[src/rtl/gpio_pin_ctrl.sv]
module gpio_pin_ctrl #(
  parameter int NPINS  = 10,
  parameter int IN_LSB = 10,
  parameter int NALT   = 6,
  parameter int ADDR_W = 8
) (
  input  logic              clk,
  input  logic              rst_n,
  input  logic [ADDR_W-1:0] addr,
  input  logic [31:0]       wdata,
  input  logic              wr_en,
  input  logic              rd_en,
  output logic [31:0]       rdata,
  input  logic [NALT-1:0]   alt_in,
  input  logic [NPINS-1:0]  pad_in,
  output logic [NPINS-1:0]  pad_out,
  output logic [NPINS-1:0]  pad_oe
);
  localparam int SELW = 5;
  localparam int PER_REG = 6;
  localparam int NSEL = 3;
  localparam logic [ADDR_W-1:0] A_IO   = ADDR_W'('h48);
  localparam logic [ADDR_W-1:0] A_DRV  = ADDR_W'('h4C);
  localparam logic [ADDR_W-1:0] A_SEL0 = ADDR_W'('h60);

  logic [NPINS-1:0]      sw_q, s1_q, s2_q;
  logic [2*NPINS-1:0]    drv_q;
  logic [SELW*NPINS-1:0] sel_q;
  logic [NSEL-1:0][31:0] sel_rd;
  logic [31:0]           io_rd;
  logic                  unused_wd;

  assign unused_wd = ^wdata[31:30];

  always_ff @(posedge clk or negedge rst_n) begin
    if (!rst_n) begin
      sw_q  <= '0;
      drv_q <= '0;
      sel_q <= '0;
    end else if (wr_en) begin
      if (addr == A_IO)  sw_q  <= wdata[NPINS-1:0];
      if (addr == A_DRV) drv_q <= wdata[2*NPINS-1:0];
      for (int p = 0; p < NPINS; p++)
        if (addr == A_SEL0 + ADDR_W'(4 * (p / PER_REG)))
          sel_q[SELW*p +: SELW] <= wdata[(p % PER_REG)*SELW +: SELW];
    end
  end

  always_ff @(posedge clk or negedge rst_n) begin
    if (!rst_n) begin
      s1_q <= '0;
      s2_q <= '0;
    end else begin
      s1_q <= pad_in;
      s2_q <= s1_q;
    end
  end

  always_comb begin
    sel_rd = '0;
    for (int p = 0; p < NPINS; p++)
      sel_rd[p / PER_REG][(p % PER_REG)*SELW +: SELW] = sel_q[SELW*p +: SELW];
    io_rd = '0;
    io_rd[NPINS-1:0] = sw_q;
    io_rd[IN_LSB +: NPINS] = s2_q;
  end

  always_ff @(posedge clk or negedge rst_n) begin
    if (!rst_n) rdata <= '0;
    else if (rd_en) begin
      case (addr)
        A_IO:                  rdata <= io_rd;
        A_DRV:                 rdata <= 32'(drv_q);
        A_SEL0:                rdata <= sel_rd[0];
        A_SEL0 + ADDR_W'(4):   rdata <= sel_rd[1];
        A_SEL0 + ADDR_W'(8):   rdata <= sel_rd[2];
        default:               rdata <= '0;
      endcase
    end
  end

  for (genvar p = 0; p < NPINS; p++) begin : g_pin
    logic [SELW-1:0] s;
    logic [31:0]     src;
    logic [1:0]      mode;
    assign s    = sel_q[SELW*p +: SELW];
    assign src  = 32'({alt_in, sw_q[p]});
    assign mode = drv_q[2*p +: 2];
    assign pad_out[p] = src[s];
    always_comb begin
      case (mode)
        2'd0: pad_oe[p] = 1'b0;
        2'd1: pad_oe[p] = ~pad_out[p];
        2'd2: pad_oe[p] = pad_out[p];
        default: pad_oe[p] = 1'b1;
      endcase
    end
  end
endmodule

[config.mk]
export PLATFORM = sky130hd
export DESIGN_NAME = gpio_pin_ctrl
export DESIGN_NICKNAME = d
export VERILOG_FILES = /design/src/rtl/gpio_pin_ctrl.sv
export SDC_FILE = /design/constraint.sdc
export NUM_CORES = 1
export LEC_CHECK = 0
export BUFFER_PORTS_ARGS = -buffer_cell sky130_fd_sc_hd__buf_4
export CAP_MARGIN = 40
export CORE_MARGIN = 2
export CORE_UTILIZATION = 60
export DETAILED_ROUTE_END_ITERATION = 7
export PLACE_DENSITY = 0.85
export RECOVER_POWER = 50
export SYNTH_ARGS = -nofsm -noshare
export SYNTH_HDL_FRONTEND = slang
export SYNTH_SLANG_ARGS = --single-unit
[constraint.sdc]
create_clock -name clk -period 2.5 [get_ports clk]
set_input_delay 0.5 -clock clk [delete_from_list [all_inputs] [get_ports clk]]
set_output_delay 0.5 -clock clk [all_outputs]
set_load 0.05 [all_outputs]
After elaboration in Yosys (flattened, before gate mapping)
Index checks and enable logic that the tools add are counted.
{"block": "word_totals", "reg_bits": 132}
{"block": "classes", "n_lt_le_gt_ge": 10, "n_eq_ne": 24, "n_mux": 31, "bitwise": 10, "n_reduce_logical": 14}
{"cell": "case mux 30 bit (4 select lines)", "count": 1}
{"cell": "< comparator 5 x 6 -> 1 bit (second input constant)", "count": 10}
{"cell": "binary-select mux 1 bit (select 5 bit)", "count": 10}
{"cell": "equality test 8 x 7 -> 1 bit (second input constant)", "count": 4}
{"cell": "case mux 1 bit (3 select lines)", "count": 10}
{"cell": "equality test 2 x 1 -> 1 bit (second input constant)", "count": 10}
{"cell": "equality test 2 bit (second input constant)", "count": 10}
{"cell": "logical NOT 2 bit", "count": 10}
{"cell": "2-to-1 mux 1 bit", "count": 10}
{"cell": "inverter 1 bit", "count": 10}
{"cell": "AND reduction 2 bit", "count": 4}

Logic depth before layout (Yosys ltp)
{"block": "depth", "ltp_word": 4, "ltp_mapped": 5}

Worst setup path before layout
Ideal clock, no wire load.
{"block": "synth_timing", "kind": "input to output", "start": "in alt_in[4]", "end": "out pad_oe[8]", "t_arrival_ps": 3121, "required_ps": 2000, "setup_slack_ps": -1121, "cell_stages": 5, "n_path_buf": 1, "path_cell_list": "clkbuf_2 > nand2_1 > o221a_2 > nor4_1 > mux2_2"}
{"block": "synth_between", "elab_chain_cells": 4}
{"item": "start, declared", "line": "14", "rtl": "input logic [NALT-1:0] alt_in,"}
{"item": "binary-select mux 1 bit (select 5 bit) *", "line": "89", "rtl": "assign pad_out[p] = src[s];"}
{"item": "2-to-1 mux 1 bit (implied by the code) *", "line": "89"}
{"item": "named net pad_out[8]", "line": "16", "rtl": "output logic [NPINS-1:0] pad_out,"}
{"item": "inverter 1 bit", "line": "93", "rtl": "2'd1: pad_oe[p] = ~pad_out[p];"}
{"item": "case mux 1 bit (3 select lines) *", "line": "91", "rtl": "case (mode)"}
{"item": "end, declared", "line": "17", "rtl": "output logic [NPINS-1:0] pad_oe"}
Mark *: on every way through the listed nets, which the timed path passes. The rest lies on a longest branch. The select of a mux whose other input is x is not followed.

Final worst setup path
{"block": "layout_timing", "start": "reg sel_q[16]", "end": "out pad_oe[3]"}
{"block": "layout_between", "elab_chain_cells": 4}
{"item": "start, declared", "line": "28", "rtl": "logic [SELW*NPINS-1:0] sel_q;"}
{"item": "start signal, assigned by index", "line": "45", "rtl": "sel_q[SELW*p +: SELW] <= wdata[(p % PER_REG)*SELW +: SELW];"}
{"item": "binary-select mux 1 bit (select 5 bit) *", "line": "89"}
{"item": "2-to-1 mux 1 bit (implied by the code) *", "line": "89"}
{"item": "inverter 1 bit", "line": "93"}
{"item": "case mux 1 bit (3 select lines) *", "line": "91"}
Mark *: on every way between the ends. The rest lies on a longest branch, timed or not. The select of a mux whose other input is x is not followed.

==> results.tsv <==
metric	value	unit
status	finished with violations	
failing checks	setup timing	
global-route wire length before repair	27200	um
Placed Area	0.00711	mm^2
Max IR drop VDD	0.551	mV
HP Start	pad_in[1]	
sequential-to-total area share from yosys stat	54.1	%
crit end category	output port	
htree depth	4	
routed length per instance	27.3	um
Die H	104	um
Port Buf Inserts	107	
Critical R2R Launch	sel_q[0]$_DFFE_PN0P_	
Hold Crit Class	input port to register	
commonest non-fill, non-tap cells in the layout	dfrtp_1, buf_4, mux2i_1, mux2_2, mux2_4	
Least-Margin Pin Slew	1.43	ns
R2R Setup Slk	1.28	ns
Worst R2R End	rdata[0]$_DFFE_PN0P_	
Layout area overhead	36.2	%
Final Hold Fails	0	
Syn Area/Cell	14.7	um^2
ANT nets after route	0	
total power	5660	uW
Cell Area, Synth	0.00601	mm^2
global-route usage over all layers	33.3	%
Achievable Freq	0.357	GHz
setup ws final	-0.303	ns
Tcrit/Tclk final	112	%
Detailed Route Iter0 Violations	452	
clk root buf	clkbuf_8	
Final Skew	0.00619	ns
Yosys cell types	29	
synthesized instance count	410	
RD Place Congestion	0.867	
ys flop type	dfrtp_1	
layout cells sized above 1	56.5	%
min cycle time layout	2.80	ns
Hold Path Stages	1	
design area	0.00819	mm^2
1st-pass router iterations	5	
Final Net Count	618	
Inserted Clock Buffers	17	
core area	0.00973	mm^2
largest net degree at the start of global routing	59	
worst-skew pair later-pin latency	0.53	ns
total number of vias	4646	
most common cell after layout, fill and taps aside	dfrtp_1	
number of enable flip-flop cells after synthesis	0	
CP max FO	3	
Worst slew margin	4.88	%
Clock Sink Count	130	
Required @ worst endpoint	2.00	ns
DR vias/cell	6.60	
Worst-path clk slew	0.06	ns
Worst EP arrival	2.30	ns
Die X	104	um
vias in the first global route	4836	
#FFs+latches synth	130	
warnings from Yosys	0	
clock tree buffer depth	2	
HPWL Detailed	10200	um
worst hold endpoint	s1_q[1]$_DFF_PN0_	
CTS tree	built	
RSZ-0062 raised after global routing	true	
Die Footprint	0.0108	mm^2
Pwr Density	691	mW/mm^2
fillers	449	
r2r worst-path depth	4	
CP Class	register to output port	
final setup violation count	17	
Leak Pwr	0.00406	uW
Initial Util	61.8	%
MaxCap Viol Count	0	
max-slew violations	0	
initial antenna violation count	1	
I/O pins	112	
DRC Markers	0	
async set-reset flop share out of synthesis	100	%
CP startpoint kind	register	
num rows	36	
WL final	19200	um
grt total ovfl	0	
==> report_power, final <==
| part | internal, uW | total (uW) | switching (uW) |
|---|---|---|---|
| clock network | 1640 | 2550 | 908 |
| logic | 383 | 828 | 445 |
| registers | 2190 | 2280 | 94.5 |
| total | 4210 | 5660 | 1450 |
==> worst max path at each step <==
stage | from | endpoint | depth (start not counted)
global route | sel_q[21]$_DFFE_PN0P_ | pad_oe[4] | 5
finish | sel_q[16]$_DFFE_PN0P_ | pad_oe[3] | 5
detailed placement | alt_in[5] | pad_oe[8] | 6
floorplan | alt_in[4] | pad_oe[8] | 5
global placement | alt_in[4] | pad_oe[3] | 6
CTS | sel_q[26]$_DFFE_PN0P_ | pad_oe[5] | 5
==> synthesized netlist by cell type (2+ instances only) <==
library cell    n  area [um^2]
o221a_2         5         56.3
mux4_2         10          225
mux2i_1        50          500
nor4_1         10         62.6
buf_8           3         45.0
buf_2          11         55.1
mux2_4         30          450
o211a_1         5         50.1
mux2_2         60          676
o22ai_1        20          125
nand2_1         5         18.8
clkbuf_1       10         37.5
nand3b_1        5         37.5
dfrtp_1       130         3250
a22o_1         30          263
buf_4           2         15.0
nor2_1         12         45.0
==> routing by layer <==
| layer | track usage, % | wire length, um | vias to the layer above |
|---|---|---|---|
| li1 | - | - | 1858 |
| met1 | 42.0 | 7290 | 2394 |
| met2 | 52.9 | 9660 | 315 |
| met3 | 8.83 | 1530 | 79 |
| met4 | 17.8 | 718 | 0 |
| met5 | 0 | 0 | - |
==> state kept, by name (all words and copies together) (netlist names) <==
signal / count
sel_q: 50
sw_q: 10
rdata: 30
drv_q: 20
s1_q: 10
s2_q: 10
==> layout make-up <==
| class | count | area (um^2) | share of cell area, % |
|---|---|---|---|
| clock inverters | 9 | 156 | 1.91 |
| well taps | 133 | 166 | 2.03 |
| diodes | 1 | 2.50 | 0.0306 |
| repair buffers | 155 | 1280 | 15.6 |
| inverters | 1 | 3.75 | 0.0459 |
| clock buffers | 22 | 443 | 5.41 |
| multi-input cells | 253 | 2870 | 35.0 |
| flip-flops and latches | 130 | 3270 | 39.9 |
==> through the flow <==
stage / cells / setup WS [ns] / util [%] / hold WS (ns) / setup TNS [ns]
after floorplan: 411 / -0.0744 / - / 0.204 / -0.280
after global placement: 637 / 0.0976 / 73.1 / 0.333 / 0
after detailed placement: 637 / 0.0681 / 73.1 / 0.336 / 0
after CTS: 697 / -0.194 / 83.3 / 0.0604 / -1.71
after global routing: 704 / -0.343 / 84.1 / 0.0767 / -3.70
final: 704 / -0.303 / 84.1 / 0.103 / -2.84
==> logic make-up after synthesis <==
kind of cell / count (synthesis) / synth area share [%]
AOI/OAI and AO/OA: 60 / 8.22
buffers and inverters: 28 / 2.68
DFF: 130 / 54.1
muxes: 150 / 30.8
other: 1 / 0.0624
and+or+nand+nor: 41 / 4.12
==> critical path: stages (launching register included) <==
cell     delay (ns)
dfrtp_1        0.43
mux2i_1        0.17
o221a_2        0.27
nor4_4         0.40
mux2_4         0.35
buf_8          0.15
==> what timing repair did <==
item	4_1_cts	5_1_grt
cloned	0	0
hold buffers	1	0
pin swaps	14	7
gates resized for setup	55	20
endpoints found under the hold margin	36	0
setup endpoints to repair	16	19
setup buffers	29	12
(Power assumes the default switching activity.)
